File: src/rtl/irq_pkg.sv
package irq_pkg;
  localparam int PRIO_W  = 4;
  localparam int VEC_W   = 9;
  localparam int N_SW    = 8;
  localparam int ADDR_W  = 10;
  localparam int WDATA_W = 8;
  localparam int RDATA_W = 16;

  localparam logic [ADDR_W-1:0] A_MODE   = 10'h000;
  localparam logic [ADDR_W-1:0] A_CUR    = 10'h001;
  localparam logic [ADDR_W-1:0] A_SWSET  = 10'h002;
  localparam logic [ADDR_W-1:0] A_SWCLR  = 10'h003;
  localparam logic [ADDR_W-1:0] A_VEC    = 10'h004;
  localparam logic [ADDR_W-1:0] A_EOI    = 10'h005;
  localparam logic [ADDR_W-1:0] A_ERR    = 10'h006;
  localparam int                PRIO_BASE = 'h100;

  typedef struct packed {
    logic              valid;
    logic [VEC_W-1:0]  vec;
    logic [PRIO_W-1:0] prio;
  } win_t;
endpackage

File: src/rtl/irq_arbiter.sv
module irq_arbiter
  import irq_pkg::*;
#(
  parameter int NSRC = 24
) (
  input  logic [NSRC-1:0]        pend,
  input  logic [NSRC*PRIO_W-1:0] prio_flat,
  input  logic [PRIO_W-1:0]      cur,
  output win_t                   win
);
  logic [PRIO_W-1:0] best;

  // Ascending scan with strict compare keeps the lowest index on ties.
  always_comb begin
    best = cur;
    win  = '0;
    for (int i = 0; i < NSRC; i++) begin
      if (pend[i] && (prio_flat[i*PRIO_W +: PRIO_W] > best)) begin
        best      = prio_flat[i*PRIO_W +: PRIO_W];
        win.valid = 1'b1;
        win.vec   = VEC_W'(i);
        win.prio  = prio_flat[i*PRIO_W +: PRIO_W];
      end
    end
  end
endmodule

File: src/rtl/irq_prio_lifo.sv
module irq_prio_lifo #(
  parameter int DEPTH = 16,
  parameter int W     = 4,
  localparam int CW   = $clog2(DEPTH + 1),
  localparam int IW   = (DEPTH > 1) ? $clog2(DEPTH) : 1
) (
  input  logic          clk,
  input  logic          rst,
  input  logic          push,
  input  logic          pop,
  input  logic [W-1:0]  din,
  output logic [W-1:0]  top,
  output logic          empty,
  output logic          full,
  output logic [CW-1:0] count
);
  logic [W-1:0]  mem [DEPTH];
  logic [CW-1:0] cnt_q;
  logic [CW-1:0] after_pop;
  logic          do_push;

  assign empty     = (cnt_q == '0);
  assign after_pop = (pop && !empty) ? cnt_q - 1'b1 : cnt_q;
  assign full      = (after_pop == CW'(DEPTH));
  assign do_push   = push && !full;
  assign top       = mem[IW'(cnt_q - 1'b1)];
  assign count     = cnt_q;

  // Storage has no reset so it can map to distributed or block RAM.
  always_ff @(posedge clk) begin
    if (do_push) mem[IW'(after_pop)] <= din;
  end

  always_ff @(posedge clk) begin
    if (rst) cnt_q <= '0;
    else     cnt_q <= after_pop + CW'(do_push);
  end
endmodule

File: src/rtl/prio_irq_ctrl.sv
module prio_irq_ctrl
  import irq_pkg::*;
#(
  parameter int N_PERIPH = 16,
  localparam int NSRC    = N_SW + N_PERIPH,
  localparam int DEPTH   = 1 << PRIO_W,
  localparam int CW      = $clog2(DEPTH + 1)
) (
  input  logic                clk,
  input  logic                rst,
  input  logic [N_PERIPH-1:0] periph_req,
  input  logic                wr_en,
  input  logic                rd_en,
  input  logic [ADDR_W-1:0]   addr,
  input  logic [WDATA_W-1:0]  wdata,
  output logic [RDATA_W-1:0]  rdata,
  input  logic                irq_ack,
  output logic                irq_out,
  output logic [VEC_W-1:0]    vec_out
);
  logic                 mode_q;
  logic [N_SW-1:0]      sw_q;
  logic [PRIO_W-1:0]    prio_q [NSRC];
  logic [NSRC*PRIO_W-1:0] prio_flat;
  logic                 err_q;
  logic [N_PERIPH-1:0]  req_q;
  logic [PRIO_W-1:0]    cur_q;
  logic [PRIO_W-1:0]    out_prio_q;
  win_t                 win_c, win_q;
  logic [NSRC-1:0]      pend;

  logic                 ack_evt, eoi_evt, flush;
  logic [PRIO_W-1:0]    base_prio, lifo_top;
  logic                 lifo_empty, lifo_full;
  logic [CW-1:0]        lifo_cnt;
  logic [RDATA_W-1:0]   rd_c;

  genvar g;
  generate
    for (g = 0; g < NSRC; g++) begin : g_flat
      assign prio_flat[g*PRIO_W +: PRIO_W] = prio_q[g];
    end
  endgenerate

  assign pend = {req_q, sw_q};

  assign ack_evt = irq_out &&
                   ((mode_q && irq_ack) || (!mode_q && rd_en && addr == A_VEC));
  assign eoi_evt = wr_en && (addr == A_EOI);
  assign flush   = wr_en || ack_evt;
  assign base_prio = eoi_evt ? (lifo_empty ? '0 : lifo_top) : cur_q;

  irq_arbiter #(.NSRC(NSRC)) u_arb (
    .pend      (pend),
    .prio_flat (prio_flat),
    .cur       (cur_q),
    .win       (win_c)
  );

  irq_prio_lifo #(.DEPTH(DEPTH), .W(PRIO_W)) u_lifo (
    .clk   (clk),
    .rst   (rst),
    .push  (ack_evt),
    .pop   (eoi_evt),
    .din   (base_prio),
    .top   (lifo_top),
    .empty (lifo_empty),
    .full  (lifo_full),
    .count (lifo_cnt)
  );

  // Input stage, arbitration stage and output stage; any state change flushes.
  always_ff @(posedge clk) begin
    if (rst) begin
      req_q      <= '0;
      win_q      <= '0;
      irq_out    <= 1'b0;
      vec_out    <= '0;
      out_prio_q <= '0;
    end else begin
      req_q      <= periph_req;
      win_q      <= flush ? '0 : win_c;
      irq_out    <= flush ? 1'b0 : win_q.valid;
      vec_out    <= win_q.vec;
      out_prio_q <= win_q.prio;
    end
  end

  // Current priority: acknowledge wins over a direct write.
  always_ff @(posedge clk) begin
    if (rst)                           cur_q <= '0;
    else if (ack_evt)                  cur_q <= out_prio_q;
    else if (wr_en && addr == A_CUR)   cur_q <= wdata[PRIO_W-1:0];
    else                               cur_q <= base_prio;
  end

  always_ff @(posedge clk) begin
    if (rst) begin
      mode_q <= 1'b0;
      sw_q   <= '0;
      err_q  <= 1'b0;
    end else begin
      if (wr_en && addr == A_MODE)  mode_q <= wdata[0];
      if (wr_en && addr == A_SWSET) sw_q   <= sw_q | wdata[N_SW-1:0];
      if (wr_en && addr == A_SWCLR) sw_q   <= sw_q & ~wdata[N_SW-1:0];
      if (wr_en && addr == A_ERR)                 err_q <= 1'b0;
      else if ((eoi_evt && lifo_empty) || (ack_evt && lifo_full)) err_q <= 1'b1;
    end
  end

  always_ff @(posedge clk) begin
    for (int i = 0; i < NSRC; i++) begin
      if (rst)                                          prio_q[i] <= '0;
      else if (wr_en && addr == ADDR_W'(PRIO_BASE + i)) prio_q[i] <= wdata[PRIO_W-1:0];
    end
  end

  always_comb begin
    rd_c = '0;
    case (addr)
      A_MODE:  rd_c[0]          = mode_q;
      A_CUR:   rd_c[PRIO_W-1:0] = cur_q;
      A_SWSET: rd_c[N_SW-1:0]   = sw_q;
      A_VEC:   rd_c = {irq_out, {(RDATA_W-1-VEC_W){1'b0}}, vec_out};
      A_ERR:   rd_c[0]          = err_q;
      default: begin
        for (int i = 0; i < NSRC; i++)
          if (addr == ADDR_W'(PRIO_BASE + i)) rd_c[PRIO_W-1:0] = prio_q[i];
      end
    endcase
  end

  always_ff @(posedge clk) begin
    if (rst)        rdata <= '0;
    else if (rd_en) rdata <= rd_c;
  end
endmodule

File: config.mk
export PLATFORM = sky130hd
export DESIGN_NAME = prio_irq_ctrl
export DESIGN_NICKNAME = d
export VERILOG_FILES = /design/src/rtl/irq_pkg.sv /design/src/rtl/irq_arbiter.sv /design/src/rtl/irq_prio_lifo.sv /design/src/rtl/prio_irq_ctrl.sv
export SDC_FILE = /design/constraint.sdc
export NUM_CORES = 1
export LEC_CHECK = 0
export ABC_AREA = 1
export BUFFER_PORTS_ARGS = -buffer_cell sky130_fd_sc_hd__buf_2
export CAP_MARGIN = 15
export CELL_PAD_IN_SITES_DETAIL_PLACEMENT = 1
export CELL_PAD_IN_SITES_GLOBAL_PLACEMENT = 1
export CORE_ASPECT_RATIO = 1.1
export CORE_UTILIZATION = 40
export DETAILED_ROUTE_END_ITERATION = 8
export PLACE_DENSITY_LB_ADDON = 0.1
export SETUP_SLACK_MARGIN = 0.3
export SYNTH_ARGS = -nofsm -noshare
export SYNTH_HDL_FRONTEND = slang
export SYNTH_HIERARCHICAL = 1
export SYNTH_SLANG_ARGS = --single-unit
File: constraint.sdc
create_clock -name clk -period 75.8 [get_ports clk]
set_clock_uncertainty 0.1 [all_clocks]
set_input_delay 3.79 -clock clk [delete_from_list [all_inputs] [get_ports clk]]
set_output_delay 3.79 -clock clk [all_outputs]
set_load 0.01 [all_outputs]
==> results.py, run 1 <==
metrics = {
    "run": {
        "cap_violations": 0,
    },
    "route": {
        "vias": 15115,
        "drt-pass1-iter-count": 5,
        "ant_nets": 0,
        "route.detailed.drc": 0,
        "dr.first_iter.drc_count": 804,
        "viasPerCell": 5.234,
        "routedWlPerCell_microns": 18.40,
        "routed_wl_microns": 53150,
    },
    "logic_synthesis": {
        "yosysUniqueCellTypes": 61,
        "yosys-mux-area-fraction_pct": 0,
        "synth_area_sq_mm": 0.01681,
        "synth_top_area_cell": "edfxtp_1",
        "synth_top_family_by_area": "simple AND/OR/NAND/NOR gates",
        "postSynthAreaPerCell_sq_um": 7.458,
        "yosysSeqAreaShare_pct": 37.27,
        "yosysWarnings": 6,
        "synth_top_cell_area_share_pct": 28.58,
        "synth_compound_area_share_pct": 10.46,
        "synthCells": 2254,
        "synthSimpleGateAreaFrac_pct": 36.02,
        "synthXorXnorAreaFrac_pct": 0.09675,
        "yosys-top-cells-area": "edfxtp_1 (29%), dfxtp_1 (8.7%), inv_1 (8.4%)",
        "ys_ff_latch": 233,
        "synth_adder_area_share_pct": 4.614,
    },
    "timing": {
        "setup_viol": 0,
        "maxSlewViolCount": 0,
        "min_period_ns": 29.27,
        "tightest_slew_ns": 1.234,
        "fmax_ghz": 0.03416,
        "hold_viol": 0,
        "finalCritPeriodShare_pct": 38.62,
        "timing.slew.headroom_pct": 16.66,
        "rsz0062_at_grt": "false",
        "fin_ws_ns": 46.53,
        "finalSetupTns_ns": 0,
    },
    "placed_design": {
        "port_buffers": 58,
        "hpwl_microns": 41350,
        "gp_congestion": 0.8951,
        "dpl_worst_slack_ns": 46.96,
    },
    "clocking": {
        "cts_made_buffers": 28,
        "holdBufCountCts": 0,
        "post_cts_buffers": 0,
        "cts_resized": 0,
        "root_buffer": "clkbuf_16",
        "clk-insertion-delay-late_ns": 0.57,
        "clock_path_buffers": 3,
        "clk_pin_slew_worst_paths_ns": 0.06,
        "cts_tree": "built",
        "cts_sinks": 233,
        "h-tree-depth": 1,
    },
    "grt": {
        "grt.total_usage_pct": 25.17,
        "grt_max_degree": 49,
        "grt-ovfl-total": 0,
        "grt_pass1_wl_microns": 84830,
        "met2_usage_pct": 44.92,
        "grtUsageMet3_pct": 3.161,
        "antenna_found_initial": 4,
        "top_usage_layer": "met2",
        "met1_usage_pct": 31.59,
        "first_global_vias": 15770,
    },
    "pwr": {
        "leakagePower_nw": 8.398,
        "powerDensity_mw_per_mm2": 21.10,
        "irDropWorstVdd_mv": 0.01716,
    },
    "critical_path": {
        "crit_family": "simple AND/OR/NAND/NOR gates",
        "critical-path-max-stage-delay_ns": 0.45,
        "worst_setup_path_end_kind": "register",
        "path_common_cell": "inv_1",
        "crit_type": "register to register",
        "worstPathArrival_ns": 29.65,
        "cp-start-kind": "register",
        "cp_max_fo": 13,
        "crit_slowest_cell": "dfxtp_1",
        "path_buf_inv": 74,
        "worst_ep_required_time_ns": 76.18,
    },
    "floorplan": {
        "start_util_pct": 40.63,
        "pin_count": 65,
        "die_h_microns": 217.0,
        "dieArea_sq_mm": 0.04285,
        "rows": 78,
        "fp.dieW_microns": 197.5,
        "core-area_sq_mm": 0.04138,
    },
    "finish": {
        "final.fill_count": 5300,
        "drive_above_1_share_pct": 16.29,
        "regArea_sq_mm": 0.006266,
        "multi_input_area_sq_mm": 0.008643,
        "syn_to_final_growth_pct": 9.847,
        "nets": 2406,
    },
    "outcome": {
        "status": "complete, no violations",
    },
    "hold_path": {
        "hp-class": "register to register",
    },
}
==> logic make-up (layout without fill, tap and decap cells) <==
logic type / count (synthesis) / after routing
adder cells (fa/ha/maj): 62 / 62
AO/OA/AOI/OAI: 287 / 287
AND/OR/NAND/NOR: 1195 / 1195
buffers and inverters: 474 / 539
other: 2 / 11
flip-flops: 233 / 233
XOR/XNOR: 1 / 1
==> final timing paths <==
| path | from | to | slack (ns) | depth (start not counted) |
|---|---|---|---|---|
| hold reg to reg | win_q[9] | vec_out[5] | 0.30 | 2 |
| hold / removal | win_q[9] | vec_out[5] | 0.30 | 2 |
| setup / recovery | cur_q[2] | win_q[7] | 46.53 | 228 |
| setup reg to reg | cur_q[2] | win_q[7] | 46.53 | 228 |
==> flip-flops by register name, summed over array words and instances, names as in the netlist, named ones only <==
name,count
cur_q,4
vec_out,9
rdata,10
out_prio_q,4
req_q,16
irq_out,1
u_lifo/mem,64
mode_q,1
prio_q,96
win_q,14
u_lifo/count,5
err_q,1
==> metal layers <==
layer / vias up / routed length (microns)
li1: 7433 / -
met1: 7324 / 23390
met2: 279 / 26170
met3: 75 / 2238
met4: 4 / 1329
met5: - / 26
==> final cells by class <==
type                       instances  area share, %
antenna                            1        0.01355
clock buffer                      34          3.916
clock inverter                    18         0.8673
inverter                         418          8.652
multi-input combinational       1555          46.81
sequential                       233          33.93
tap                              560          3.794
timing repair buffer              69          2.019
==> where the power goes <==
part	switching, mW	total [mW]	leakage, nW	internal [mW]
clock	0.0576	0.133	0.434	0.0750
sequential	0.00450	0.145	2.10	0.140
combinational	0.0751	0.112	5.86	0.0371
total	0.137	0.390	8.40	0.252
==> cell usage after synthesis, drive strengths merged <==
cell     count
a211o        1
a211oi       3
a21oi       64
a221o        9
a221oi       1
a22o         1
a22oi        1
a31oi        6
a41oi        1
and2         4
and3b        1
buf         25
bufinv       1
clkbuf      31
clkinv       6
conb         2
dfxtp       73
edfxtp     160
ha          62
inv        411
nand2      469
nand3      246
nand3b       5
nand4       44
nor2       402
nor3        10
nor4         7
nor4b        1
o211ai      43
o21a         1
o21ai      121
o21bai      26
o2bb2ai      1
o311ai       5
o31ai        1
o32ai        2
or2          6
xnor2        1
==> metrics by stage <==
stage	utilization [%]	power, mW	std cells	hold WS, ns	cell area [sq um]
floorplan	-	0.2322	2262	0.2883	16840
global placement	42.49	0.2559	2835	0.2921	17580
detailed placement	42.49	0.2591	2835	0.2992	17580
CTS	44.62	0.3929	2887	0.3064	18460
global route	44.63	0.4119	2888	0.3242	18470
finish	44.63	0.3897	2888	0.2971	18470
==> worst reg2reg max path, delay by kind of cell (launching register included) <==
kind	cells	cell delay (ns)
AND/OR/NAND/NOR	91	9.93
adder cells (fa/ha/maj)	24	7.15
buffers and inverters	74	6.71
AO/OA/AOI/OAI	39	4.86
flip-flops	1	0.45
==> cell usage in the layout (no fill, tap or decap), drive strengths merged, types with 44 or more instances in the layout <==
| master | count |
|---|---|
| a21oi | 64 |
| nor2 | 402 |
| edfxtp | 160 |
| buf | 69 |
| inv | 412 |
| nand4 | 44 |
| nand2 | 469 |
| dfxtp | 73 |
| ha | 62 |
| nand3 | 246 |
| o21ai | 121 |
Note: power is estimated with default switching activity, not from simulation.
==> run 2, diff against run 1 <==
--- a/config.mk
+++ b/config.mk
@@ -5,7 +5,7 @@
 export SDC_FILE = /design/constraint.sdc
 export NUM_CORES = 1
 export LEC_CHECK = 0
-export ABC_AREA = 1
+export ABC_AREA = 0
 export BUFFER_PORTS_ARGS = -buffer_cell sky130_fd_sc_hd__buf_2
 export CAP_MARGIN = 15
 export CELL_PAD_IN_SITES_DETAIL_PLACEMENT = 1
==> constraint.sdc (replaced) <==
create_clock -name clk -period 23.6 [get_ports clk]
set_clock_uncertainty 0.1 [all_clocks]
set_input_delay 1.18 -clock clk [delete_from_list [all_inputs] [get_ports clk]]
set_output_delay 1.18 -clock clk [all_outputs]
set_load 0.01 [all_outputs]
==> results.py, run 2 <==
metrics = {
    "finish": {
        "regArea_sq_mm": 0.006266,
        "nets": 2528,
        "syn_to_final_growth_pct": 40.71,
        "multi_input_area_sq_mm": 0.01189,
        "final_cell_mix": "buf_4 (484), nor2_1 (191), edfxtp_1 (160)",
        "top_register": "prio_q",
        "final.fill_count": 4873,
        "post-route-util_pct": 57.37,
        "largest_register_ffs": 96,
        "drive_above_1_share_pct": 40.65,
        "final_common_cell": "buf_4",
        "top_regs": "prio_q (96), u_lifo/mem (64), req_q (16)",
    },
    "outcome": {
        "status": "finished with violations",
        "failed_checks": "setup timing",
    },
    "clocking": {
        "clk_pin_slew_worst_paths_ns": 0.07,
        "h-tree-depth": 1,
        "clock_path_buffers": 3,
        "root_buffer": "clkbuf_16",
        "cts_tree": "built",
        "cts_made_buffers": 27,
        "clk-insertion-delay-late_ns": 0.59,
        "holdBufCountCts": 0,
        "cts_sinks": 233,
    },
    "critical_path": {
        "path_common_cell": "ha_4",
        "worst_ep_required_time_ns": 24.01,
        "ff2ff_setup_slack_ns": -10.16,
        "worstPathArrival_ns": 34.17,
        "crit_type": "register to register",
        "worst_setup_path_end_kind": "register",
        "worst_r2r_path_depth": 186,
        "critical-path-max-stage-delay_ns": 0.56,
        "cp_max_fo": 7,
        "r2r_start": "prio_q[0][1]",
        "cp-start-kind": "register",
        "r2r-end": "win_q[0]",
        "crit_slowest_cell": "or4_4",
    },
    "grt": {
        "grt_pass1_wl_microns": 104800,
        "first_global_vias": 18695,
        "grt-ovfl-total": 0,
        "grt.total_usage_pct": 29.98,
        "antenna_found_initial": 1,
        "grt_max_degree": 69,
    },
    "logic_synthesis": {
        "yosys-top-cells-count": "nor2_1 (209), nand2_1 (181), edfxtp_1 (160)",
        "yosysWarnings": 6,
        "synth_edf_count": 160,
        "synth_most_common_cell": "nor2_1",
        "async_flop_share_pct": 0,
        "ys.flop_type": "edfxtp_1",
        "yosys-top-cells-area": "edfxtp_1 (28%), dfxtp_1 (8.4%), nor2_1 (4.5%)",
        "postSynthAreaPerCell_sq_um": 8.968,
        "ys_ff_latch": 233,
        "yosysSeqAreaShare_pct": 36.07,
        "synth_top_cell_area_share_pct": 27.66,
        "yosysUniqueCellTypes": 131,
        "synth_top_area_cell": "edfxtp_1",
        "synthCells": 1937,
        "synth_area_sq_mm": 0.01737,
    },
    "route": {
        "dr.first_iter.drc_count": 1086,
        "routedWlPerCell_microns": 23.43,
        "ant_nets": 0,
        "routed_wl_microns": 70760,
        "drt-pass1-iter-count": 8,
        "vias": 17758,
        "viasPerCell": 5.880,
        "route.detailed.drc": 0,
    },
    "hold_path": {
        "hold_end": "irq_out",
        "min_path_cells": 1,
        "hp-start": "win_q[13]",
        "hp-class": "register to register",
    },
    "pwr": {
        "powerDensity_mw_per_mm2": 70.29,
        "leakagePower_nw": 9.788,
        "irDropWorstVdd_mv": 0.05762,
        "finalPower_mw": 1.718,
    },
    "timing": {
        "finalCritPeriodShare_pct": 143.0,
        "tightest_slew_ns": 1.096,
        "fmax_ghz": 0.02962,
        "min_period_ns": 33.76,
        "rsz0062_at_grt": "true",
        "fin_ws_ns": -10.16,
        "finalSetupTns_ns": -100.64,
        "holdWs_ns": 0.3260,
        "setup_viol": 10,
        "hold_viol": 0,
        "maxSlewViolCount": 0,
        "timing.slew.headroom_pct": 26.79,
    },
    "run": {
        "cap_violations": 0,
    },
    "placed_design": {
        "hpwl_microns": 48260,
        "gp_congestion": 0.8661,
        "port_buffers": 58,
    },
    "floorplan": {
        "die_h_microns": 220.6,
        "pin_count": 65,
        "rows": 79,
        "core-area_sq_mm": 0.04260,
        "start_util_pct": 40.77,
        "dieArea_sq_mm": 0.04426,
        "fp.dieW_microns": 200.7,
    },
}
-- run 2: cell count changes after synthesis, moves of 43 or more --
cell / change
mux2i_1: +52
nor2_1: -124
a21oi_1: +44
and2_1: +61
nand2_2: -69
inv_1: -272
nand2_4: -43
nand3_1: -174
nand2_1: -170
nor2b_1: +60
-- run 2: how the worst max path moves through the flow --
stage / to / start / slack, ns / depth (start not counted)
after floorplan: win_q[6] / prio_q[0][1] / -10.71 / 194
after global placement: win_q[6] / prio_q[0][3] / -9.10 / 178
after detailed placement: win_q[6] / prio_q[0][1] / -10.43 / 177
after CTS: win_q[6] / prio_q[0][1] / -8.84 / 188
after global routing: win_q[3] / prio_q[0][1] / -11.55 / 186
final: win_q[0] / prio_q[0][1] / -10.16 / 186
-- run 2: routing by layer --
metal  vias to the layer above  part of all wire (%)  GRT usage [%]
met5                         -                     0              0
met4                         0                   3.5          9.644
met3                       181                   4.2          2.680
met2                       489                    52          56.83
met1                      8927                    40          35.66
li1                       8161                     -              -
-- run 2: through the flow --
step                cell area, sq um  setup slack, ns  std cells
global placement               21120           -9.104       2815
CTS                            23660           -8.845       2980
floorplan                      18100           -10.71       1945
global route                   24430           -11.55       3016
finish                         24440           -10.16       3020
detailed placement             21120           -10.43       2815
-- run 2: kinds of logic after synthesis --
group | count (synthesis) | share of synthesized area (%)
flip-flops | 233 | 36.07
other | 2 | 0.04323
XOR/XNOR | 29 | 1.505
AO/OA/AOI/OAI | 542 | 23.40
AND/OR/NAND/NOR | 752 | 21.96
adder cells (fa/ha/maj) | 66 | 4.704
multiplexers | 98 | 6.857
buffers and inverters | 215 | 5.453
-- run 2: where the power goes --
group	internal [mW]	leakage [nW]	switching, mW
combinational	0.389	7.12	0.379
sequential	0.452	2.18	0.0227
clock	0.283	0.490	0.193
-- run 2: cell type report --
class	instances	area share (%)
well taps	567	2.902
flip-flops and latches	233	25.64
repair buffers	560	17.00
clock buffers	36	3.245
diodes	5	0.05119
inverters	107	1.694
multi-input cells	1498	48.65
clock inverters	14	0.8293
-- run 2: repair_timing --
action	in CTS	in global routing
endpoints found under the setup margin	10	10
resized for setup	133	105
pin swaps	141	88
hold endpoints to repair	0	0
cloned	1	0
buffers inserted	114	35
-- run 2: critical path: cells and delay by family (launching register included) --
| kind | cells | cell delay (ns) |
|---|---|---|
| adder cells (fa/ha/maj) | 26 | 6.40 |
| multiplexers | 8 | 2.11 |
| AND/OR/NAND/NOR | 60 | 9.04 |
| flip-flops | 1 | 0.45 |
| buffers and inverters | 20 | 2.02 |
| AO/OA/AOI/OAI | 72 | 13.52 |
